`src/rtl/pscar_pkg.sv`:
```
package pscar_pkg;
   // Gate nibble: bit0 left-high, bit1 left-low, bit2 right-high, bit3 right-low
   localparam logic [3:0] GATE_POS = 4'b1001;
   localparam logic [3:0] GATE_NEG = 4'b0110;
   localparam logic [3:0] GATE_ZHI = 4'b0101;
   localparam logic [3:0] GATE_ZLO = 4'b1010;

   typedef enum logic [1:0] {
      CELL_ZERO = 2'd0,
      CELL_POS  = 2'd1,
      CELL_NEG  = 2'd2
   } cell_state_e;
endpackage

```
`src/rtl/pscar_carrier.sv`:
```
module pscar_carrier #(
   parameter int PEAK   = 12,
   parameter int OFFSET = 0,
   parameter int PH_W   = $clog2(2*PEAK),
   parameter int CAR_W  = $clog2(PEAK+1)
) (
   input  logic             clk,
   input  logic             rst_n,
   output logic [PH_W-1:0]  phase_o,
   output logic [CAR_W-1:0] carrier_o
);
   localparam int LAST = 2*PEAK - 1;

   logic [PH_W-1:0] phase_q;
   logic            seen_q;

   always_ff @(posedge clk or negedge rst_n) begin
      if (!rst_n) begin
         phase_q <= PH_W'(OFFSET);
         seen_q  <= 1'b0;
      end else begin
         phase_q <= (phase_q == PH_W'(LAST)) ? '0 : phase_q + 1'b1;
         seen_q  <= 1'b1;
      end
   end

   logic [PH_W:0] fold;
   always_comb begin
      if (phase_q < PH_W'(PEAK)) fold = {1'b0, phase_q};
      else                       fold = (PH_W+1)'(2*PEAK) - {1'b0, phase_q};
   end

   assign phase_o   = phase_q;
   assign carrier_o = CAR_W'(fold);


   carrier_step_chk: assert property (@(posedge clk) disable iff (!rst_n)
      seen_q |-> ((carrier_o == $past(carrier_o) + 1'b1) || (carrier_o + 1'b1 == $past(carrier_o))));
endmodule

```
`src/rtl/pscar_cell.sv`:
```
module pscar_cell
   import pscar_pkg::*;
#(
   parameter int CAR_W    = 4,
   parameter int REF_W    = 6,
   parameter bit ZERO_LOW = 1'b0
) (
   input  logic                    clk,
   input  logic                    rst_n,
   input  logic signed [REF_W-1:0] ref_i,
   input  logic [CAR_W-1:0]        carrier_i,
   input  logic                    bypass_i,
   output logic [3:0]              gate_o,
   output logic signed [1:0]       level_o
);
   localparam int CMP_W = ((REF_W > CAR_W + 1) ? REF_W : CAR_W + 1) + 1;

   logic signed [CMP_W-1:0] ref_x, neg_x, car_x;
   cell_state_e             state;
   logic [3:0]              zero_gate;

   always_comb begin
      ref_x = CMP_W'(ref_i);
      neg_x = -ref_x;
      car_x = $signed(CMP_W'(carrier_i));
      if (ref_x > car_x)      state = CELL_POS;
      else if (neg_x > car_x) state = CELL_NEG;
      else                    state = CELL_ZERO;
   end

   generate
      if (ZERO_LOW) begin : g_zero_low
         assign zero_gate = GATE_ZLO;
      end else begin : g_zero_sign
         assign zero_gate = ref_i[REF_W-1] ? GATE_ZLO : GATE_ZHI;
      end
   endgenerate

   always_comb begin
      if (bypass_i) begin
         gate_o  = GATE_ZLO;
         level_o = 2'sd0;
      end else begin
         unique case (state)
            CELL_POS: begin gate_o = GATE_POS;  level_o = 2'sd1;  end
            CELL_NEG: begin gate_o = GATE_NEG;  level_o = -2'sd1; end
            default:  begin gate_o = zero_gate; level_o = 2'sd0;  end
         endcase
      end
   end


   leg_exclusive_chk: assert property (@(posedge clk) disable iff (!rst_n)
      !(gate_o[0] && gate_o[1]) && !(gate_o[2] && gate_o[3]));
endmodule

```
`src/rtl/pscar_bypass_sync.sv`:
```
module pscar_bypass_sync #(
   parameter int N_CELLS = 3
) (
   input  logic               clk,
   input  logic               rst_n,
   input  logic               boundary_i,
   input  logic [N_CELLS-1:0] bypass_i,
   output logic [N_CELLS-1:0] mask_o
);
   logic [N_CELLS-1:0] mask_q;

   always_ff @(posedge clk or negedge rst_n) begin
      if (!rst_n)          mask_q <= '0;
      else if (boundary_i) mask_q <= bypass_i;
   end

   assign mask_o = mask_q;


   mask_sync_chk: assert property (@(posedge clk) disable iff (!rst_n)
      (mask_o != $past(mask_o)) |-> $past(boundary_i));
endmodule

```
`src/rtl/pscar_modulator.sv`:
```
module pscar_modulator
   import pscar_pkg::*;
#(
   parameter int N_CELLS  = 3,
   parameter int PEAK     = 12,
   parameter int REF_W    = 6,
   parameter bit ZERO_LOW = 1'b0
) (
   input  logic                                   clk,
   input  logic                                   rst_n,
   input  logic signed [REF_W-1:0]                ref_i,
   input  logic [N_CELLS-1:0]                     bypass_i,
   output logic [4*N_CELLS-1:0]                   gate_o,
   output logic signed [$clog2(N_CELLS+1):0]      level_o
);
   localparam int PH_W  = $clog2(2*PEAK);
   localparam int CAR_W = $clog2(PEAK+1);
   localparam int LVL_W = $clog2(N_CELLS+1) + 1;
   localparam int STEP  = PEAK / N_CELLS;

   generate
      if (N_CELLS < 1) begin : g_bad_cells
         $error("pscar_modulator: N_CELLS must be at least 1");
      end
      if (PEAK < 2 || (PEAK % N_CELLS) != 0) begin : g_bad_peak
         $error("pscar_modulator: PEAK must be >= 2 and a multiple of N_CELLS");
      end
      if (REF_W < CAR_W + 1) begin : g_bad_ref
         $error("pscar_modulator: REF_W too narrow to span the carrier");
      end
   endgenerate

   logic [PH_W-1:0]   phase   [N_CELLS];
   logic [CAR_W-1:0]  carrier [N_CELLS];
   logic signed [1:0] cell_lvl[N_CELLS];
   logic [N_CELLS-1:0] mask;

   generate
      for (genvar i = 0; i < N_CELLS; i++) begin : g_cell
         pscar_carrier #(
            .PEAK(PEAK), .OFFSET(i*STEP), .PH_W(PH_W), .CAR_W(CAR_W)
         ) carrier_i (
            .clk(clk), .rst_n(rst_n), .phase_o(phase[i]), .carrier_o(carrier[i])
         );

         pscar_cell #(
            .CAR_W(CAR_W), .REF_W(REF_W), .ZERO_LOW(ZERO_LOW)
         ) cell_i (
            .clk(clk), .rst_n(rst_n), .ref_i(ref_i), .carrier_i(carrier[i]),
            .bypass_i(mask[i]), .gate_o(gate_o[4*i +: 4]), .level_o(cell_lvl[i])
         );

         if (i > 0) begin : g_gap

            phase_gap_chk: assert property (@(posedge clk) disable iff (!rst_n)
               ((int'(phase[i]) - int'(phase[i-1]) + 2*PEAK) % (2*PEAK)) == STEP);
         end
      end
   endgenerate

   pscar_bypass_sync #(.N_CELLS(N_CELLS)) sync_i (
      .clk(clk), .rst_n(rst_n),
      .boundary_i(phase[0] == PH_W'(2*PEAK-1)),
      .bypass_i(bypass_i), .mask_o(mask)
   );

   always_comb begin
      level_o = '0;
      for (int i = 0; i < N_CELLS; i++) level_o = level_o + LVL_W'(cell_lvl[i]);
   end


   level_range_chk: assert property (@(posedge clk) disable iff (!rst_n)
      (int'(level_o) <= N_CELLS - $countones(mask)) && (int'(level_o) >= $countones(mask) - N_CELLS));
endmodule

```
`config.mk`:
```
export PLATFORM = sky130hd
export DESIGN_NAME = pscar_modulator
export DESIGN_NICKNAME = d
export VERILOG_FILES = /design/src/rtl/pscar_pkg.sv /design/src/rtl/pscar_carrier.sv /design/src/rtl/pscar_cell.sv /design/src/rtl/pscar_bypass_sync.sv /design/src/rtl/pscar_modulator.sv
export SDC_FILE = /design/constraint.sdc
export NUM_CORES = 1
export LEC_CHECK = 0
export CAP_MARGIN = 25
export CORE_MARGIN = 4
export CORE_UTILIZATION = 35
export DETAILED_ROUTE_END_ITERATION = 12
export DONT_BUFFER_PORTS = 1
export PLACE_DENSITY = 0.47
export SLEW_MARGIN = 10
export SYNTH_ARGS = -nofsm -noshare
export SYNTH_HDL_FRONTEND = slang
export SYNTH_SLANG_ARGS = --single-unit
```
`constraint.sdc`:
```
create_clock -name clk -period 9.7 [get_ports clk]
set_input_delay 2.91 -clock clk [delete_from_list [all_inputs] [get_ports clk]]
set_output_delay 2.91 -clock clk [all_outputs]
set_load 0.01 [all_outputs]
```
==> results of run 1 <==
how the worst max path moves through the flow:
stage / end / slack [ns] / startpoint / cells after the start
5_1_grt: level_o[2] / 0.30 / ref_i[0] / 13
3_5_place_dp: level_o[2] / 0.60 / ref_i[0] / 13
4_1_cts: level_o[2] / 0.55 / ref_i[0] / 13
6_report: level_o[2] / 0.57 / ref_i[0] / 13
3_3_place_gp: level_o[2] / 0.71 / ref_i[0] / 13
2_1_floorplan: level_o[2] / 1.09 / ref_i[1] / 14
through the flow:
step | instance area, um^2 | utilization | std cells | setup WS, ns
2_1_floorplan | 1960 | - | 225 | 1.09
3_3_place_gp | 1980 | 0.376 | 284 | 0.709
3_5_place_dp | 1980 | 0.376 | 284 | 0.602
4_1_cts | 2040 | 0.387 | 288 | 0.553
5_1_grt | 2040 | 0.387 | 288 | 0.303
6_report | 2040 | 0.387 | 288 | 0.565
state kept, by name, summed over array words and instances (netlist names):
| register | flops |
|---|---|
| sync_i.mask_o | 3 |
| g_cell.carrier_i.phase_o | 15 |
critical path, stage by stage:
cell and delay (ns):
inv_1 0.06, ha_1 0.23, xnor2_1 0.74, o21a_1 0.24
o221ai_1 0.12, a32oi_1 0.43, o22a_2 0.23, nand2_1 0.07
fa_1 0.54, inv_1 0.05, ha_1 0.20, xnor2_1 0.14
xnor2_1 0.26
power groups by stage:
stage	clock network (mW)	logic (mW)	registers, mW
after floorplan	0	0.0396	0.0777
after global placement	0	0.0439	0.0779
final	0.0650	0.0450	0.0765
after detailed placement	0	0.0448	0.0779
after global routing	0.0718	0.0500	0.0766
after CTS	0.0677	0.0452	0.0765
per-layer routing:
layer,part of all wire,vias to the layer above
li1,-,809
met1,0.48,795
met2,0.49,30
met3,0.030,4
met4,0.0035,0
met5,0,-
cell usage in the layout, fill, tap and decap left out, types with 3 or more instances in the layout:
master | synthesis | layout
nor2_1 | 14 | 14
o31a_1 | 6 | 6
o21bai_1 | 3 | 3
nand3_1 | 8 | 8
a21oi_1 | 11 | 11
xor2_1 | 10 | 10
clkbuf_8 | 0 | 4
nand2_1 | 18 | 18
nor3b_1 | 5 | 5
a211oi_1 | 4 | 4
and2_1 | 3 | 3
inv_1 | 17 | 17
nor3_1 | 3 | 3
a21o_1 | 3 | 3
ha_1 | 16 | 16
nand2b_1 | 3 | 3
o21ai_0 | 6 | 6
xnor2_1 | 9 | 9
dfrtp_1 | 16 | 16
logic make-up after synthesis:
kind of cell,count (synthesis)
AO/OA/AOI/OAI,70
XOR/XNOR,19
adder cells (fa/ha/maj),19
buffers and inverters,28
flip-flops,18
multiplexers,3
AND/OR/NAND/NOR,68
layout make-up:
cell class	count	area (um^2)
Clock buffer	4	55.1
Fill cell	533	3230
Inverter	17	63.8
Multi-Input combinational cell	179	1380
Sequential cell	18	453
Tap cell	70	87.6
==> flow_summary.yaml, run 1 <==
synth:
  async_flop_share: 1.00
  yosys.area.top_type: "dfrtp_1"
  synth_top_area_frac: 0.204
  synth.net_count: 254
  synth_edf_count: 0
  synthAdderAreaFrac: 0.128
  yosysSeqAreaShare: 0.231
  synth-xor-area-share: 0.0849
  yosysMostFrequentCell: "nand2_1"
  avgSynthCellArea_um2: 8.71
  synth_commonest_cells: "nand2_1 (18), inv_1 (17), dfrtp_1 (16), ha_1 (16), nor2_1 (14)"
  synthMuxAreaShare: 0.0217
  synth_seq_cells: 18
  synth_area_leaders: "dfrtp_1 (20%), ha_1 (10%), xor2_1 (4.5%), xnor2_1 (4.0%), nand2_1 (3.4%)"
  synth_top_family_by_area: "compound AO/OA/AOI/OAI gates"
  synthCells: 225
  synth_compound_area_frac: 0.288
  yosysUniqueCellTypes: 67
  syn_area_um2: 1960
  synth-simple-area-share: 0.180
  ys_warn_count: 0
  ys.flop_type: "dfrtp_1"
floorplanning:
  die_x_um: 82.8
  ios: 26
  initial_core_util: 0.372
  core_area_um2: 5270
  fp-row-count: 26
  dieArea_um2: 6860
  die_h_um: 82.8
setup_path:
  r2r-start: "g_cell[0].carrier_i.phase_o[0]$_DFF_PN0_"
  cp_max_fo: 11
  r2r_end: "sync_i.mask_o[1]$_DFFE_PN0N_"
  cp.required_ns: 6.79
  end_kind: "primary output"
  worstSetupStartpointType: "primary input"
  worstSetupPathType: "primary input to primary output"
  worst_ep_arrival_time_ns: 6.22
  ff2ff_path_depth: 4
  r2r_slack_ns: 7.91
layout:
  areaGrowthSynthToFinish_pct: 3.89
  antenna_cells: 0
  drive_above_1_share: 0.0917
  fin_nets: 248
sta:
  hold_slack_ns: 0.568
  rsz0062_at_grt: "false"
  fmax_mhz: 109
  fin_crit_sh: 0.942
  hold_viol: 0
  slew_violations: 0
  fin_skew_ns: 0.00154
  setup_violations: 0
  fin_crit_ns: 9.13
  setup_tns_ns: 0
  worst_pin_slew_ns: 0.941
  maxSlewHeadroom: 0.368
global_routing:
  met3_usage: 0.0287
  grt_max_degree: 19
  grt_pass1_vias: 1565
  grt_pass1_wl_um: 7530
  grt_usage: 0.129
  met1_usage: 0.171
  antenna_found_initial: 0
  grt_use_met2: 0.219
  overflow: 0
  grt.busiest_layer: "met2"
clock_network:
  post-cts-setup-buffers: 0
  post_cts_resized: 0
  cts_tree: "yes"
  cts_hold_buf: 0
  clk_latency_ns: 0.26
  cts_buffer_depth: 2
  cts-root-buf: "clkbuf_8"
  clk_pin_slew_worst_paths_ns: 0.08
  cts_sinks: 18
  cts_made_buffers: 3
  htree_levels: 1
hold_path:
  hold_path.class: "register to register"
  hp-start: "sync_i.mask_o[2]$_DFFE_PN0N_"
  min_to: "sync_i.mask_o[2]$_DFFE_PN0N_"
  hold_path_depth: 2
power:
  swShare: 0.301
  seqPwrFrac: 0.410
  power.total_mw: 0.186
  internal_power_mw: 0.130
  pwr-share-comb: 0.241
  power.density_nw_per_um2: 91.5
  p_sw_mw: 0.0562
  clkPwrFrac: 0.349
  ir_worst_vdd_v: 0.0000548
  p_leak_nw: 0.812
detailed_routing:
  drc: 0
  firstDrtPassIters: 4
  ant_nets: 0
  drt-total-wl_um: 4590
  wl_per_cell_um: 15.9
  vias: 1638
  vias_per_cell: 5.69
  drt_iter0_markers: 69
placement:
  gp_congestion: 0.802
  numPortBuffers: 0
  dp.final_hpwl_um: 3570
run:
  drv_cap: 0
outcome:
  status: "completed"
Note: power is estimated with default switching activity, not from simulation.
==> inputs of run 2 (changes only) <==
--- a/config.mk
+++ b/config.mk
@@ -5,12 +5,13 @@
 export SDC_FILE = /design/constraint.sdc
 export NUM_CORES = 1
 export LEC_CHECK = 0
-export CAP_MARGIN = 25
+export CAP_MARGIN = 20
+export CORE_ASPECT_RATIO = 1.1
 export CORE_MARGIN = 4
 export CORE_UTILIZATION = 35
 export DETAILED_ROUTE_END_ITERATION = 12
 export DONT_BUFFER_PORTS = 1
-export PLACE_DENSITY = 0.47
+export PLACE_DENSITY = 0.5
 export SLEW_MARGIN = 10
 export SYNTH_ARGS = -nofsm -noshare
 export SYNTH_HDL_FRONTEND = slang
==> flow_summary.yaml, run 2 (same netlist as run 1, synthesis figures left out) <==
outcome:
  status: "completed"
floorplanning:
  fp-row-count: 28
  core_area_um2: 5400
  ios: 26
  die_x_um: 79.4
  die_h_um: 86.5
  dieArea_um2: 6860
  initial_core_util: 0.363
detailed_routing:
  vias: 1607
  wl_per_cell_um: 14.9
  drc: 0
  firstDrtPassIters: 4
  vias_per_cell: 5.48
  met3WireLength_um: 146
  drt-total-wl_um: 4350
  met2_wirelength_um: 2170
  drt_iter0_markers: 34
  drt-met1-wl_um: 1990
  ant_nets: 0
  top_layer_used: "met4"
clock_network:
  cts_hold_buf: 0
  cts_tree: "yes"
  clk_pin_slew_worst_paths_ns: 0.07
  post-cts-setup-buffers: 0
  post_cts_resized: 0
  cts_made_buffers: 3
  cts_sinks: 18
  cts_buffer_depth: 2
  clk_latency_ns: 0.26
  cts-root-buf: "clkbuf_8"
  htree_levels: 1
layout:
  final_cell_mix: "nand2_1 (18), inv_1 (17), ha_1 (16), dfrtp_1 (16), nor2_1 (14)"
  final_common_cell: "nand2_1"
  drive_above_1_share: 0.0917
  antenna_cells: 0
  multi_input_area_um2: 1380
  stdcell_count: 293
  seqCellArea_um2: 453
  fillCellCount: 576
  largest_reg_flops: 15
  fin_nets: 248
  areaGrowthSynthToFinish_pct: 4.21
power:
  p_leak_nw: 0.812
  power.total_mw: 0.183
  ir_worst_vdd_v: 0.0000410
  power.density_nw_per_um2: 89.5
sta:
  final.setup.worst_slack_ns: 0.682
  hold_viol: 0
  worst_pin_slew_ns: 0.860
  maxSlewHeadroom: 0.423
  fin_crit_sh: 0.930
  setup_violations: 0
  setup_tns_ns: 0
  slew_violations: 0
  fin_crit_ns: 9.02
  rsz0062_at_grt: "false"
  fin_skew_ns: 0.00130
  fmax_mhz: 111
global_routing:
  overflow: 0
  antenna_found_initial: 0
  grt_max_degree: 19
  grt_pass1_vias: 1567
  grt_pass1_wl_um: 7560
  grt_usage: 0.137
setup_path:
  ff2ff_path_depth: 4
  worst_ep_arrival_time_ns: 6.11
  end_kind: "primary output"
  worstSetupStartpointType: "primary input"
  worstSetupPathType: "primary input to primary output"
  cp.required_ns: 6.79
  cp_max_fo: 11
placement:
  gp_congestion: 0.753
  numPortBuffers: 0
  dp.final_hpwl_um: 3500
  dp.cells: 289
  post-place-ws_ns: 0.688
hold_path:
  hold_path.class: "register to register"
  hold_path_depth: 2
run:
  drv_cap: 0
run 2: routing by layer:
| metal | vias up | track usage |
|---|---|---|
| li1 | 809 | - |
| met1 | 756 | 0.173 |
| met2 | 36 | 0.243 |
| met3 | 6 | 0.0249 |
| met4 | 0 | 0.0328 |
| met5 | - | 0 |
run 2: stage by stage:
step | hold WS (ns) | utilization | instance area, um^2
floorplan | 0.497 | - | 1960
global placement | 0.556 | 0.369 | 1990
detailed placement | 0.565 | 0.369 | 1990
CTS | 0.578 | 0.379 | 2040
global route | 0.589 | 0.379 | 2040
finish | 0.575 | 0.379 | 2040
run 2: path summary, 6_finish.rpt:
kind | from | end | slack, ns
min in group asynchronous | rst_n | g_cell[0].carrier_i.phase_o[2]$_DFF_PN0_ | 2.34
setup / recovery | ref_i[0] | level_o[2] | 0.68
hold reg to reg | sync_i.mask_o[2]$_DFFE_PN0N_ | sync_i.mask_o[2]$_DFFE_PN0N_ | 0.57
setup reg to reg | g_cell[0].carrier_i.phase_o[0]$_DFF_PN0_ | sync_i.mask_o[1]$_DFFE_PN0N_ | 7.92
hold / removal | sync_i.mask_o[2]$_DFFE_PN0N_ | sync_i.mask_o[2]$_DFFE_PN0N_ | 0.57
max in group asynchronous | rst_n | g_cell[1].carrier_i.phase_o[2]$_DFF_PN1_ | 7.19
run 2: worst max-delay path, stage by stage:
cell and delay, ns:
inv_1 0.07, ha_1 0.23, xnor2_1 0.68, o21a_1 0.23, o221ai_1 0.11, a32oi_1 0.40
o22a_2 0.22, nand2_1 0.08, fa_1 0.53, inv_1 0.05, ha_1 0.20, xnor2_1 0.13
xnor2_1 0.27
run 2: area by class of cell:
cell class,instances,share of cell area
Inverter,17,0.0312
Tap cell,75,0.0459
Sequential cell,18,0.222
Clock buffer,4,0.0269
Multi-Input combinational cell,179,0.674
run 2: power by group:
group | total, mW | switching [mW] | leakage, nW | internal (mW)
sequential | 0.0766 | 0.000853 | 0.225 | 0.0757
clock | 0.0623 | 0.0262 | 0.0288 | 0.0361
combinational | 0.0440 | 0.0257 | 0.558 | 0.0183
total | 0.183 | 0.0528 | 0.812 | 0.130
==> inputs of run 3 (changes only) <==
--- a/config.mk
+++ b/config.mk
@@ -7,10 +7,10 @@
 export LEC_CHECK = 0
 export CAP_MARGIN = 20
 export CORE_ASPECT_RATIO = 1.1
-export CORE_MARGIN = 4
 export CORE_UTILIZATION = 35
 export DETAILED_ROUTE_END_ITERATION = 12
 export DONT_BUFFER_PORTS = 1
+export GPL_ROUTABILITY_DRIVEN = 1
 export PLACE_DENSITY = 0.5
 export SLEW_MARGIN = 10
 export SYNTH_ARGS = -nofsm -noshare
==> flow_summary.yaml, run 3 (same netlist as run 1, synthesis figures left out) <==
detailed_routing:
  drt-total-wl_um: 4290
  wl_per_cell_um: 14.6
  met2_wirelength_um: 2060
  vias: 1568
  drt_iter0_markers: 67
  top_layer_used: "met4"
  drt-met1-wl_um: 2120
  vias_per_cell: 5.35
  met3WireLength_um: 93
  ant_nets: 0
  drc: 0
  firstDrtPassIters: 4
clock_network:
  post_cts_resized: 0
  clk_pin_slew_worst_paths_ns: 0.07
  cts_made_buffers: 3
  cts_tree: "yes"
  clk_latency_ns: 0.25
  htree_levels: 1
  cts_hold_buf: 0
  post-cts-setup-buffers: 0
  cts_buffer_depth: 2
  cts-root-buf: "clkbuf_8"
  cts_sinks: 18
setup_path:
  cp.required_ns: 6.79
  crit_path_start: "ref_i[0]"
  cp_max_fo: 11
  worstSetupStartpointType: "primary input"
  r2r_slack_ns: 7.91
  end_kind: "primary output"
  r2r-start: "g_cell[0].carrier_i.phase_o[0]$_DFF_PN0_"
  worstSetupPathType: "primary input to primary output"
  worst_ep_arrival_time_ns: 6.13
floorplanning:
  fp-row-count: 28
  core_area_um2: 5400
  initial_core_util: 0.363
  die_x_um: 73.4
  ios: 26
  dieArea_um2: 5910
  die_h_um: 80.5
layout:
  antenna_cells: 0
  drive_above_1_share: 0.0917
  fillCellCount: 580
  largest_reg_flops: 15
  final_common_cell: "nand2_1"
  fin_nets: 248
  areaGrowthSynthToFinish_pct: 4.21
  final_cell_mix: "nand2_1 (18), inv_1 (17), ha_1 (16), dfrtp_1 (16), nor2_1 (14)"
global_routing:
  grt_pass1_wl_um: 7090
  overflow: 0
  grt_max_degree: 19
  grt_pass1_vias: 1401
  grt_usage: 0.154
  antenna_found_initial: 0
sta:
  fin_skew_ns: 0.00408
  fmax_mhz: 111
  hold_slack_ns: 0.575
  fin_crit_sh: 0.932
  fin_crit_ns: 9.04
  worst_pin_slew_ns: 0.871
  setup_tns_ns: 0
  maxSlewHeadroom: 0.415
  slew_violations: 0
  setup_violations: 0
  rsz0062_at_grt: "false"
  hold_viol: 0
power:
  p_leak_nw: 0.812
  power.density_nw_per_um2: 89.7
  ir_worst_vdd_v: 0.0000431
placement:
  dp.final_hpwl_um: 3380
  numPortBuffers: 0
  gp_congestion: 0.838
hold_path:
  hold_path.class: "register to register"
  hp-start: "sync_i.mask_o[2]$_DFFE_PN0N_"
run:
  drv_cap: 0
outcome:
  status: "completed"
## run 3: layout make-up
type                       instances  area, um^2  area share
clock buffer                       4        55.1      0.0269
multi-input combinational        179        1380       0.674
inverter                          17        63.8      0.0312
sequential                        18         453       0.222
tap                               75        93.8      0.0459
## run 3: worst paths after layout
check / cells after the start / endpoint
min: 2 / sync_i.mask_o[2]$_DFFE_PN0N_
min in group asynchronous: 0 / g_cell[2].carrier_i.phase_o[2]$_DFF_PN0_
max: 13 / level_o[2]
min reg2reg: 2 / sync_i.mask_o[2]$_DFFE_PN0N_
max in group asynchronous: 0 / g_cell[1].carrier_i.phase_o[2]$_DFF_PN1_
max reg2reg: 4 / sync_i.mask_o[1]$_DFFE_PN0N_
## run 3: critical path, stage by stage
cell	delay [ns]
inv_1	0.07
ha_1	0.23
xnor2_1	0.69
o21a_1	0.23
o221ai_1	0.11
a32oi_1	0.41
o22a_2	0.23
nand2_1	0.08
fa_1	0.53
inv_1	0.05
ha_1	0.20
xnor2_1	0.13
xnor2_1	0.26
## run 3: report_power, final
part	total, mW	internal, mW	switching [mW]
clock network	0.0627	0.0361	0.0267
registers	0.0766	0.0757	0.000881
logic	0.0439	0.0184	0.0256
total	0.183	0.130	0.0531
## run 3: stage by stage
stage / worst slack, ns / power, mW / util / instances / cell area (um^2)
3_5_place_dp: 0.683 / 0.122 / 0.369 / 289 / 1990
2_1_floorplan: 1.09 / 0.117 / - / 225 / 1960
4_1_cts: 0.668 / 0.187 / 0.379 / 293 / 2040
5_1_grt: 0.352 / 0.195 / 0.379 / 293 / 2040
3_3_place_gp: 0.742 / 0.122 / 0.369 / 289 / 1990
6_report: 0.664 / 0.183 / 0.379 / 293 / 2040
## run 3: metal layers
metal | track usage | vias up
li1 | - | 812
met1 | 0.213 | 731
met2 | 0.257 | 23
met3 | 0.0188 | 2
met4 | 0.0288 | 0
met5 | 0 | -
